### config.mk
export PLATFORM = sky130hd
export DESIGN_NAME = prefetch_byte_queue
export DESIGN_NICKNAME = d
export VERILOG_FILES = /design/src/rtl/pfq_pkg.sv /design/src/rtl/pfq_store.sv /design/src/rtl/pfq_fetch.sv /design/src/rtl/prefetch_byte_queue.sv
export SDC_FILE = /design/constraint.sdc
export NUM_CORES = 1
export LEC_CHECK = 0
export BUFFER_PORTS_ARGS = -buffer_cell sky130_fd_sc_hd__buf_2
export CAP_MARGIN = 15
export CORE_MARGIN = 2
export CORE_UTILIZATION = 45
export CTS_CLUSTER_DIAMETER = 120
export CTS_CLUSTER_SIZE = 12
export DETAILED_ROUTE_END_ITERATION = 10
export GPL_TIMING_DRIVEN = 0
export HOLD_SLACK_MARGIN = 0.08
export PLACE_DENSITY = 0.74
export SYNTH_ARGS = -nofsm -noshare
export SYNTH_HDL_FRONTEND = slang
export SYNTH_HIERARCHICAL = 1
export SYNTH_SLANG_ARGS = --single-unit
export TNS_END_PERCENT = 100
### constraint.sdc
create_clock -name clk -period 2.9 [get_ports clk]
set_clock_uncertainty 0.2 [all_clocks]
set_input_delay 0.58 -clock clk [delete_from_list [all_inputs] [get_ports clk]]
set_output_delay 0.58 -clock clk [all_outputs]
set_load 0.01 [all_outputs]
### src/rtl/pfq_pkg.sv
package pfq_pkg;
  localparam int BYTE_W = 8;
  localparam int LANES  = 2;
  localparam int WORD_W = BYTE_W * LANES;

  typedef logic [BYTE_W-1:0] byte_t;
  typedef logic [WORD_W-1:0] word_t;
  typedef logic [LANES-1:0]  lanes_t;

  function automatic logic [1:0] lane_count(input lanes_t l);
    return {1'b0, l[0]} + {1'b0, l[1]};
  endfunction
endpackage

### src/rtl/pfq_store.sv
module pfq_store
  import pfq_pkg::*;
#(
  parameter int DEPTH = 6,
  parameter int CNT_W = $clog2(DEPTH + 1)
) (
  input  logic             clk,
  input  logic             rst,
  input  logic             clr,
  input  logic             wr_lo,
  input  logic             wr_hi,
  input  word_t            wr_data,
  input  logic             rd_req,
  output byte_t            rd_byte,
  output logic             rd_valid,
  output logic [CNT_W-1:0] level
);
  localparam int PTR_W = (DEPTH > 1) ? $clog2(DEPTH) : 1;

  function automatic logic [PTR_W-1:0] step(input logic [PTR_W-1:0] p);
    return (p == PTR_W'(DEPTH - 1)) ? '0 : p + 1'b1;
  endfunction

  byte_t            slot_q [DEPTH];
  logic [PTR_W-1:0] wr_ptr, rd_ptr, wr_ptr_n1;
  logic [1:0]       n_wr;
  byte_t            first_byte;
  logic             do_rd;

  assign n_wr       = lane_count({wr_hi, wr_lo});
  assign first_byte = wr_lo ? wr_data[BYTE_W-1:0] : wr_data[WORD_W-1:BYTE_W];
  assign wr_ptr_n1  = step(wr_ptr);
  assign do_rd      = rd_req && (level != '0) && !clr;

  // Storage slots: the first accepted lane goes to wr_ptr, the second to wr_ptr+1
  for (genvar g = 0; g < DEPTH; g++) begin : g_slot
    always_ff @(posedge clk) begin
      if (n_wr != 2'd0 && wr_ptr == PTR_W'(g))
        slot_q[g] <= first_byte;
      else if (n_wr == 2'd2 && wr_ptr_n1 == PTR_W'(g))
        slot_q[g] <= wr_data[WORD_W-1:BYTE_W];
    end
  end

  always_ff @(posedge clk) begin
    if (rst) begin
      wr_ptr   <= '0;
      rd_ptr   <= '0;
      level    <= '0;
      rd_valid <= 1'b0;
      rd_byte  <= '0;
    end else if (clr) begin
      wr_ptr   <= '0;
      rd_ptr   <= '0;
      level    <= '0;
      rd_valid <= 1'b0;
    end else begin
      case (n_wr)
        2'd1:    wr_ptr <= wr_ptr_n1;
        2'd2:    wr_ptr <= step(wr_ptr_n1);
        default: wr_ptr <= wr_ptr;
      endcase
      if (do_rd) begin
        rd_ptr  <= step(rd_ptr);
        rd_byte <= slot_q[rd_ptr];
      end
      rd_valid <= do_rd;
      level    <= level + CNT_W'(n_wr) - CNT_W'(do_rd);
    end
  end
endmodule

### src/rtl/pfq_fetch.sv
module pfq_fetch
  import pfq_pkg::*;
#(
  parameter int          DEPTH      = 6,
  parameter int          ADDR_W     = 20,
  parameter int          CNT_W      = $clog2(DEPTH + 1),
  parameter logic [19:0] RESET_ADDR = 20'h00000
) (
  input  logic              clk,
  input  logic              rst,
  input  logic              flush,
  input  logic [ADDR_W-1:0] flush_addr,
  input  logic [CNT_W-1:0]  level,
  output logic              req,
  output logic              req_word,
  output logic [ADDR_W-1:0] req_addr,
  input  logic              gnt,
  input  logic              rsp_valid,
  input  lanes_t            rsp_lanes,
  output logic              acc_lo,
  output logic              acc_hi
);
  logic [ADDR_W-1:0] ptr_q;
  logic              busy_q;   // one fetch outstanding
  logic              stale_q;  // outstanding fetch must be discarded
  logic [CNT_W-1:0]  free;
  logic              room;
  logic              rsp_ok;

  assign free     = CNT_W'(DEPTH) - level;
  assign room     = ptr_q[0] ? (free >= CNT_W'(1)) : (free >= CNT_W'(2));
  assign req      = !busy_q && !flush && room;
  assign req_word = !ptr_q[0];
  assign req_addr = ptr_q;

  assign rsp_ok = rsp_valid && busy_q && !stale_q && !flush;
  assign acc_lo = rsp_ok && rsp_lanes[0];
  assign acc_hi = rsp_ok && rsp_lanes[1];

  always_ff @(posedge clk) begin
    if (rst) begin
      ptr_q   <= ADDR_W'(RESET_ADDR);
      busy_q  <= 1'b0;
      stale_q <= 1'b0;
    end else begin
      if (flush)
        ptr_q <= flush_addr;
      else if (rsp_ok)
        ptr_q <= ptr_q + ADDR_W'(lane_count({acc_hi, acc_lo}));

      if (rsp_valid && busy_q) begin
        busy_q  <= 1'b0;
        stale_q <= 1'b0;
      end else begin
        if (req && gnt)
          busy_q <= 1'b1;
        if (flush && busy_q)
          stale_q <= 1'b1;
      end
    end
  end
endmodule

### src/rtl/prefetch_byte_queue.sv
module prefetch_byte_queue
  import pfq_pkg::*;
#(
  parameter int          DEPTH      = 6,
  parameter int          ADDR_W     = 20,
  parameter logic [19:0] RESET_ADDR = 20'h00000,
  localparam int         CNT_W      = $clog2(DEPTH + 1)
) (
  input  logic              clk,
  input  logic              rst,
  output logic              fetch_req,
  output logic              fetch_word,
  output logic [ADDR_W-1:0] fetch_addr,
  input  logic              fetch_gnt,
  input  logic              ret_valid,
  input  logic [15:0]       ret_data,
  input  logic [1:0]        ret_lanes,
  input  logic              take,
  output logic              take_valid,
  output logic [7:0]        take_byte,
  output logic [CNT_W-1:0]  fill_level,
  input  logic              redirect,
  input  logic [ADDR_W-1:0] redirect_addr
);
  logic acc_lo, acc_hi;

  pfq_fetch #(
    .DEPTH(DEPTH), .ADDR_W(ADDR_W), .CNT_W(CNT_W), .RESET_ADDR(RESET_ADDR)
  ) u_fetch (
    .clk        (clk),
    .rst        (rst),
    .flush      (redirect),
    .flush_addr (redirect_addr),
    .level      (fill_level),
    .req        (fetch_req),
    .req_word   (fetch_word),
    .req_addr   (fetch_addr),
    .gnt        (fetch_gnt),
    .rsp_valid  (ret_valid),
    .rsp_lanes  (ret_lanes),
    .acc_lo     (acc_lo),
    .acc_hi     (acc_hi)
  );

  pfq_store #(.DEPTH(DEPTH), .CNT_W(CNT_W)) u_store (
    .clk      (clk),
    .rst      (rst),
    .clr      (redirect),
    .wr_lo    (acc_lo),
    .wr_hi    (acc_hi),
    .wr_data  (ret_data),
    .rd_req   (take),
    .rd_byte  (take_byte),
    .rd_valid (take_valid),
    .level    (fill_level)
  );
endmodule

==> metrics, run 1 <==
Pre-Repair DR Iteration Count 6; port buffer count 77; critical path class flop to flop; Avg Cell Area, Syn 11.0 µm²; Inst Count DP 650; GR Util All Layers 0.208; Initial Util 0.465; Clk network pwr share 0.341; Clock Latency Late Sink 0.36 ns; syn nets 495; Ys Warns 6; TritonCTS Sinks 88; # setup viols final 0; Util after Layout 0.546; CTS tree done; Hold Startpoint fetch_gnt; CP bufs+invs 6; vias in the first global route 3743; number of library cell types mapped by synthesis 50; global-route wire length before repair 18400 µm; final hold violations 0; Crit. End Element flop; commonest non-fill, non-tap cell in the layout buf_2; fin. max-slew vios 0; Diodes inserted 0; nature of the critical path startpoint flop; dominant synthesized flop cell edfxtp_1; Die H 107 µm; final wirelength 12100 µm; clock root cell clkbuf_8; WP data required 2.94 ns; # fillers 884; status complete, no violations; Syn-to-layout area delta 17.4%; share of cells above drive strength 1 0.348; core region area 10300 µm²; Seq/Total Area, Yosys 0.467; register share of total power 0.569; worst hold path depth 3; total congestion overflow 0; Die W 107 µm; Combinational Power Share 0.091; Largest stage delay, worst path 0.34 ns; Worst Setup SP u_fetch/stale_q; # Max-Cap Violations 0; worst reg2reg path startpoint u_fetch/stale_q; FF+latch count, synth 88; synthesized cell area 4800 µm²; WL per Instance 18.1 µm; most frequent cells in the layout 90 x buf_2, 49 x mux2_2, 48 x edfxtp_1, 38 x dfxtp_1, 28 x nor2_1; Reg clk slew, reported paths 0.08 ns; Final #Nets 585; initial antenna violation count 0; Net Sw Frac 0.237; FF-to-FF path depth 16; cell internal pwr 1830 µW; power density over the cells 424 nW/µm²; crit-path max FO 3; Gate Count Post-Synth 437; # rows 37; CP delay by family, top adder cells; Hold WC Path Type input port to flop; via density per instance 5.79; Cell Chain, Critical Path nand3b_1, nor2_2, nand2_2, inv_2, buf_6, inv_1, ha_1, inv_1, ha_1, inv_1, ha_1, inv_2, fa_2, xnor2_2, xnor2_1, nor2_1; Non-Filler Instances 667; largest net degree at the start of global routing 14; Slew headroom 0.334; crit path DAT 2.83 ns; DR vias 3864; transition time of the tightest slew-check pin 0.992 ns; P_sw 567 µW; Tcrit/Tclk final 0.963; CTS Buf Count 9; Post-DP HPWL 8400 µm; RSZ-0062 raised after global routing yes; placer congestion estimate 0.876; P_leak 0.00208 µW; DIE AREA 11500 µm²; Ports 78; minimum clock period 2.79 ns; CP Depth 16; Peak Freq 358 MHz; post-route ant nets 0; buffers from clock root to sink, at most 2; Peak VDD IR 0.202 mV; asr flop ratio synth 0; DRC Markers 0; H-Tree Depth 3; DR iter-0 viols 354; Worst path slowest cell fa_2; EDFF count, synth 48
==> worst register-to-register path, stage by stage, from the launching register on <==
cell      delay (ns)
dfxtp_2         0.33
nand3b_1        0.18
nor2_2          0.14
nand2_2         0.09
inv_2           0.07
buf_6           0.10
inv_1           0.05
ha_1            0.28
inv_1           0.04
ha_1            0.26
inv_1           0.05
ha_1            0.14
inv_2           0.04
fa_2            0.34
xnor2_2         0.15
xnor2_1         0.15
nor2_1          0.05
==> worst paths after layout <==
check,slack (ns),endpoint
setup / recovery,0.11,u_store/level[2]
hold / removal,0.25,u_fetch/busy_q
setup reg to reg,0.11,u_store/level[2]
hold reg to reg,0.30,u_fetch/stale_q
==> cell families after synthesis <==
group                      share of synthesized area
xor gates and xnor gates                      0.0182
AOI/OAI and AO/OA                              0.144
adders and majority gates                     0.0396
muxes                                          0.150
buffers and inverters                         0.0435
DFF                                            0.467
and+or+nand+nor                                0.138
==> cells in the mapped netlist (2+ instances only) <==
library cell,count,share of area
nand2_1,19,0.015
nand3_1,9,0.0094
or4_1,5,0.0078
o21ai_0,17,0.018
or3_1,7,0.0091
or2_2,3,0.0039
buf_2,14,0.015
a22o_1,9,0.016
clkbuf_1,13,0.010
fa_1,2,0.0083
and4_1,2,0.0036
xnor2_1,4,0.0073
edfxtp_1,48,0.30
o21ai_2,3,0.0055
nand3b_1,2,0.0031
o31ai_1,9,0.014
nor3_1,2,0.0021
nand2b_1,5,0.0065
nor2_1,30,0.023
nand4_1,8,0.010
dfxtp_1,40,0.17
a21oi_1,10,0.010
o32ai_1,9,0.016
a311oi_1,11,0.020
inv_1,18,0.014
xor2_1,6,0.011
buf_6,2,0.0047
ha_1,12,0.031
mux2i_1,17,0.035
nor2b_1,14,0.018
a211oi_1,16,0.025
mux2_2,49,0.11
and2_1,4,0.0052
and3b_1,2,0.0036
==> flip-flops by register name, summed over array words and instances (netlist names) <==
signal and cells:
u_store/rd_byte 8, u_fetch/req_addr 20, u_fetch/busy_q 1, u_store/wr_ptr 3, u_store/slot_q 48, u_store/rd_ptr 3
u_store/level 3, u_store/rd_valid 1, u_fetch/stale_q 1
==> metal layers <==
layer,part of all wire,vias to the layer above,global-route usage
met2,0.48,143,0.322
li1,-,1819,-
met4,0.022,0,0.0943
met1,0.43,1880,0.283
met3,0.062,22,0.0393
met5,0,-,0
==> what timing repair did <==
| action | 4_1_cts | 5_1_grt |
|---|---|---|
| pin swaps | 0 | 2 |
| hold buffers | 0 | 0 |
| hold endpoints to repair | 0 | 0 |
| resized for setup | 4 | 14 |
| setup endpoints to repair | 29 | 50 |
| buffers inserted | 1 | 1 |
==> power by group through the flow <==
stage	clock network [µW]	registers [µW]	logic, µW
after floorplan	0	1390	107
after global placement	0	1390	201
after detailed placement	0	1390	210
after CTS	830	1360	212
after global routing	886	1370	236
final	815	1360	217
==> metrics by stage <==
stage	TNS, ns	hold slack, ns	power (µW)	setup slack [ns]	instance area, µm²
after floorplan	-0.0311	0.278	1500	-0.0311	4810
after global placement	-27.39	0.288	1590	-0.715	5370
after detailed placement	-24.63	0.285	1600	-0.527	5380
after CTS	0	0.239	2400	0.0139	5580
after global routing	-0.0430	0.241	2490	-0.0413	5640
final	0	0.251	2390	0.106	5640
==> final cells by class <==
class | instances | area, µm² | share of cell area
buffer | 29 | 149 | 0.0264
sequential | 88 | 2240 | 0.398
multi-input combinational | 302 | 2430 | 0.431
timing repair buffer | 79 | 400 | 0.0710
inverter | 18 | 67.6 | 0.0120
tap | 136 | 170 | 0.0302
clock inverter | 4 | 46.3 | 0.00821
clock buffer | 11 | 131 | 0.0233
Power figures use the tool's default switching activity.
==> inputs of run 2 (changes only) <==
Settings changed: ABC_AREA set to 1, RECOVER_POWER set to 25, REMOVE_ABC_BUFFERS set to 1.
==> run 2 against run 1 <==
Compared with the run above:
- synthesized area up 10%
- fmax is 0.24% higher
- first-iteration DRC count is 13% lower
- wire length grew 7.9%
- register-to-register slack better by 0.09 ns
- synthesized cell count grew 60%
- non-clock buffer count fell by 20
- critical path type is now input port to flop
- sequential power about the same
- global-route usage barely moved
- setup slack improved by 0.0066 ns
- combinational power increased by 18%
- via count is 21% higher
- highest routed layer unchanged
==> metrics, run 2 <==
worst hold path depth 2 (-1); Non-Filler Instances 923 (+38%); Die W 112 µm (+4.7%); Final #Nets 833 (+42%); worst r2r dst u_store/level[2]; Ys Warns 6 (unchanged); fin. max-slew vios 0 (unchanged); xor/xnor share of the synthesized area 0.0199 (+0.00165); GR Util All Layers 0.207 (-0.000364); largest net degree at the start of global routing 30 (+16); crit path DAT 2.82 ns (about the same); largest register by flop count u_store/slot_q; clock root cell clkbuf_16; status complete, no violations; buffers from clock root to sink, at most 2 (unchanged); FF+latch count, synth 88 (unchanged); # rows 39 (+5.4%); synth top area cells edfxtp_1 27%, nand2_1 16%, dfxtp_1 15%, inv_1 5.9%, o21ai_0 5.1%; WHS Endpoint u_fetch/stale_q; Post-Synth Adder-Cell Area 0.0360 (-0.00362); Peak Freq 359 MHz (+0.24%); count leader, synth nand2_1; Pre-Repair DR Iteration Count 5 (-1); CTS Buf Count 9 (unchanged); asr flop ratio synth 0 (unchanged); power density over the cells 450 nW/µm² (+5.9%); most frequent cells in the layout 224 x nand2_1, 81 x inv_1, 77 x buf_2, 56 x nor2_1, 53 x o21ai_0; global-route wire length before repair 20700 µm (+12%); post-synthesis mux area share 0 (-0.150); Ports 78 (unchanged); Peak VDD IR 0.341 mV (+69%); H-Tree Depth 3 (unchanged); Compound-Gate Fraction of Synth Area 0.127 (-0.0169); # setup viols final 0 (unchanged); cell mode on critical path inv_1; initial antenna violation count 1 (+1); DIE AREA 12600 µm² (+9.7%); WL per Instance 14.1 µm (-22%); total congestion overflow 0 (unchanged); via density per instance 5.08 (-12%); Slew headroom 0.283 (-0.0516); simple-gate share of the synthesized area 0.301 (+0.163); CP bufs+invs 6 (unchanged); share of cells above drive strength 1 0.214 (-0.134); transition time of the tightest slew-check pin 1.07 ns (+0.0819 ns); post-route ant nets 0 (unchanged); CTS tree done; vias in the first global route 4302 (+15%); Seq/Total Area, Yosys 0.424 (-0.0426); CP delay by family, top adder cells; nature of the critical path startpoint input port; synthesized cell area 5290 µm² (+10%); port buffer count 77 (unchanged); Hold Startpoint u_fetch/stale_q; Worst path slowest cell fa_2; WP data required 2.93 ns (about the same); worst reg2reg path startpoint u_fetch/stale_q; Syn-to-layout area delta 15.9%; final hold violations 0 (unchanged); TritonCTS Sinks 88 (unchanged); # Max-Cap Violations 0 (unchanged); DR vias 4691 (+21%); number of library cell types mapped by synthesis 37 (-26%); placer congestion estimate 0.819 (-6.4%); Hold WC Path Type flop to flop; Tcrit/Tclk final 0.961 (-0.00227); Initial Util 0.461 (-0.00430); core region area 11500 µm² (+11%); Inst Count DP 899 (+38%); final wirelength 13000 µm (+7.9%); crit-path max FO 18 (+15); Gate Count Post-Synth 700 (+60%); FF-to-FF path depth 17 (+1); Tot Pwr 2760 µW (+15%); synth cell count leaders 226 x nand2_1, 83 x inv_1, 57 x nor2_1; Largest stage delay, worst path 0.35 ns (about the same); dominant synthesized flop cell edfxtp_1; Clock Latency Late Sink 0.34 ns (-0.02 ns); commonest non-fill, non-tap cell in the layout nand2_1; reg2reg setup slack 0.20 ns (+0.09 ns); Reg clk slew, reported paths 0.06 ns (-0.02 ns); Crit. End Element flop; minimum clock period 2.79 ns (-0.00658 ns); Avg Cell Area, Syn 7.55 µm² (-31%); P_leak 0.00282 µW (+35%); EDFF count, synth 48 (unchanged); Diodes inserted 0 (unchanged); critical path class input port to flop; max reg flops 48 (unchanged); Cell Chain, Critical Path buf_2, nor2_4, nand2_2, clkinvlp_4, inv_1, ha_1, inv_1, ha_1, inv_1, ha_1, inv_1, fa_2, xnor2_2, nand2_1, nand2_1, nor2_1; Post-DP HPWL 8730 µm (+3.9%); Die H 112 µm (+4.7%); Synth area leader edfxtp_1; Synth top area share 0.273 (-0.0274); worst hold slack 0.267 ns (+0.0157 ns); largest family of logic cells by synthesized area simple AND/OR/NAND/NOR gates; DRC Markers 0 (unchanged); DR iter-0 viols 309 (-13%)
run 2: cell count changes after synthesis, moves of 17 or more:
cell / previous run / this run
nor2_1: 30 / 57
mux2i_1: 17 / 0
inv_1: 18 / 83
nand2_1: 19 / 226
nand3_1: 9 / 42
o21ai_0: 17 / 54
mux2_2: 49 / 0
run 2: layout make-up:
type / count / area (µm²)
timing repair buffer: 88 / 468
multi-input combinational: 498 / 2610
fill: 1087 / 5340
sequential: 88 / 2240
clock buffer: 13 / 240
inverter: 90 / 345
tap: 143 / 179
clock inverter: 3 / 42.5
run 2: worst max path at each step:
stage	start	endpoint	slack [ns]	cells after the start
after global placement	ret_valid	u_store/slot_q[4][4]	-1.94	10
after floorplan	ret_valid	u_store/level[2]	-0.66	12
after detailed placement	ret_valid	u_store/slot_q[0][4]	-1.86	11
after global routing	redirect	u_store/level[2]	-0.02	16
final	redirect	u_store/level[2]	0.11	16
after CTS	u_fetch/stale_q	u_store/level[2]	0.01	17
run 2: logic make-up after synthesis:
group / after synthesis
simple gates: 360
buf+inv: 114
compound gates: 112
flops: 88
fa+ha+maj: 14
xor+xnor: 12
run 2: timing repair:
action,4_1_cts,5_1_grt
gates cloned,0,0
hold buffers,0,0
resized for setup,9,5
setup endpoints to repair,118,12
buffers inserted,5,3
pin swaps,2,2
run 2: through the flow:
step / worst slack (ns) / cell area (µm²) / utilization / TNS [ns]
final: 0.113 / 6130 / 0.534 / 0
after global routing: -0.0162 / 6130 / 0.534 / -0.0162
after global placement: -1.94 / 5700 / 0.497 / -148.21
after CTS: 0.0104 / 6090 / 0.531 / 0
after detailed placement: -1.86 / 5730 / 0.500 / -141.81
after floorplan: -0.663 / 5140 / - / -25.31
run 2: power breakdown:
| group | internal [µW] | switching (µW) | total, µW |
|---|---|---|---|
| Sequential | 1340 | 28.3 | 1370 |
| Clock | 668 | 465 | 1130 |
| Combinational | 98.1 | 156 | 255 |
run 2: metal layers:
| metal | global-route usage | vias up | routed length, µm |
|---|---|---|---|
| li1 | - | 2395 | - |
| met1 | 0.258 | 2128 | 5470 |
| met2 | 0.361 | 151 | 6620 |
| met3 | 0.0383 | 17 | 772 |
| met4 | 0.0756 | 0 | 187 |
| met5 | 0 | - | 0 |
run 2: worst reg2reg max path, cell delays in order (launching register included):
cell	delay (ns)
dfxtp_1	0.31
inv_1	0.09
nand3_4	0.08
nor2_4	0.13
nand2_2	0.11
clkinvlp_4	0.14
inv_1	0.08
ha_1	0.27
inv_1	0.04
ha_1	0.25
inv_1	0.05
ha_1	0.13
inv_1	0.05
fa_2	0.35
xnor2_2	0.15
nand2_1	0.07
nand2_1	0.07
nor2_1	0.04
==> inputs of run 3 (changes only) <==
Settings changed: ABC_AREA 1 to unset, SLEW_MARGIN set to 20.
==> run 3 against run 2 <==
Compared with the run above:
- combinational power fell by 18%
- via count fell by 21%
- final cell count fell by 30%
- global-route usage fell by 0.51 points
- flip-flop and latch count did not move
- setup slack improved by 0.0014 ns
==> metrics, run 3 (synthesized netlist as in run 1, its figures left out) <==
minimum clock period 2.79 ns (-0.00137 ns); WP data required 2.82 ns (-0.11 ns); # rows 37 (-5.1%); Final #Nets 562 (-33%); crit path DAT 2.71 ns (-0.11 ns); DP Area 5250 µm² (-8.3%); transition time of the tightest slew-check pin 1.07 ns (-0.00468 ns); DR vias 3687 (-21%); total congestion overflow 0 (unchanged); final hold violations 0 (unchanged); PnR worst setup slack 0.114 ns (+0.00137 ns); most frequent cells in the layout 77 x buf_2, 49 x mux2_2, 48 x edfxtp_1, 37 x dfxtp_1, 28 x nor2_1; reg2reg setup slack 0.11 ns (-0.09 ns); share of cells above drive strength 1 0.360 (+0.145); commonest non-fill, non-tap cell in the layout buf_2; Die H 107 µm (-4.5%); Crit. End Element flop; DIE AREA 11500 µm² (-8.8%); Worst Setup SP u_fetch/stale_q; initial antenna violation count 0 (-1); Post-DP HPWL 7610 µm (-13%); worst hold path depth 2 (unchanged); DRC Markers 0 (unchanged); worst r2r dst u_store/slot_q[0][1]; clock root cell clkbuf_8; Final Cell Area 5600 µm² (-8.7%); Ports 78 (unchanged); Tcrit/Tclk final 0.961 (about the same); Clock Latency Late Sink 0.37 ns (+0.03 ns); register area 2250 µm² (+0.11%); WL per Instance 17.9 µm (+27%); P_leak 0.00201 µW (-29%); CTS tree done; CTS Buf Count 9 (unchanged); Pre-Repair DR Iteration Count 4 (-1); fin. max-slew vios 0 (unchanged); Placement Setup Slack -0.976 ns (+0.880 ns); power density over the cells 445 nW/µm² (-1.0%); buffers from clock root to sink, at most 2 (unchanged); core region area 10300 µm² (-10%); Hold WC Path Type input port to flop; H-Tree Depth 3 (unchanged); # setup viols final 0 (unchanged); # fillers 870 (-20%); placer congestion estimate 0.840 (+2.6%); status complete, no violations; Initial Util 0.465 (+0.00430); Hold Startpoint ret_valid; FF-to-FF path depth 8 (-9); Die W 107 µm (-4.5%); GR Util All Layers 0.202 (-0.00506); Syn-to-layout area delta 16.5%; crit-path max FO 12 (-6); vias in the first global route 3627 (-16%); hold_buf cts 0 (unchanged); largest net degree at the start of global routing 39 (+30%); TritonCTS Sinks 88 (unchanged); # Max-Cap Violations 0 (unchanged); WHS Endpoint u_fetch/stale_q; via density per instance 5.71 (+12%); post-route ant nets 0 (unchanged); DR iter-0 viols 235 (-24%); Peak Freq 359 MHz (about the same); worst reg2reg path startpoint u_fetch/stale_q; global-route wire length before repair 17800 µm (-14%); port buffer count 77 (unchanged); critical path class flop to flop; largest register by flop count u_store/slot_q; Slew headroom 0.286 (+0.00331); RSZ-0062 raised after global routing yes; Reg clk slew, reported paths 0.09 ns (+0.03 ns); multi-input logic area 2450 µm² (-6.2%); nature of the critical path startpoint flop; final wirelength 11600 µm (-11%); Peak VDD IR 0.244 mV (-28%); max reg flops 48 (unchanged)
run 3: changes by cell type in the layout (fill, tap and decap cells not counted), moves of 28 or more:
cell	before	now
inv_1	81	16
nand3_1	41	9
mux2_2	0	49
nand2_1	224	16
o21ai_0	53	17
nor2_1	56	28
run 3: timing repair:
| item | CTS | global route |
|---|---|---|
| cloned | 0 | 0 |
| endpoints found under the setup margin | 85 | 48 |
| pin swaps | 0 | 5 |
| gates resized for setup | 9 | 14 |
| buffers inserted | 2 | 4 |
run 3: worst max-delay path by stage:
stage,end,slack (ns),depth (start not counted)
global placement,u_store/slot_q[1][6],-0.89,9
CTS,u_store/level[2],0.02,15
floorplan,u_store/level[2],-0.19,15
detailed placement,u_store/slot_q[1][6],-0.98,9
global route,u_store/level[2],-0.07,15
finish,u_store/slot_q[0][1],0.11,8
run 3: critical path: stages, from the launching register on:
cell	delay, ns
dfxtp_1	0.32
nand3b_1	0.22
nor2_2	0.18
nand2_2	0.10
clkinvlp_4	0.10
ha_2	0.30
nand2_1	0.13
o21ai_2	0.57
mux2_2	0.40
run 3: final cells by class:
type / instances / share of cell area
Multi-Input combinational cell: 302 / 0.438
Sequential cell: 88 / 0.401
Timing Repair Buffer: 85 / 0.0796
Tap cell: 136 / 0.0304
Clock buffer: 10 / 0.0228
Clock inverter: 6 / 0.0152
Inverter: 18 / 0.0127
Antenna cell: 1 / 0.000447
run 3: where the power goes:
part           switching, µW  leakage [µW]  internal [µW]
clock network            439      0.000104            482
registers               26.4      0.000761           1340
logic                    110       0.00115           97.9
run 3: per-layer routing:
metal	track usage	up-vias	wire, µm
met2	0.340	100	5920
met3	0.0557	15	722
met4	0.0852	0	234
met5	0	-	0
met1	0.244	1789	4720
li1	-	1783	-
run 3: through the flow:
step	std cells	util	hold slack, ns	setup TNS [ns]	power [µW]
floorplan	408	-	0.278	-2.67	1490
global placement	621	0.506	0.287	-53.58	1580
detailed placement	623	0.509	0.286	-52.61	1590
CTS	641	0.534	0.224	0	2500
global route	645	0.542	0.246	-0.0696	2580
finish	646	0.542	0.243	0	2490
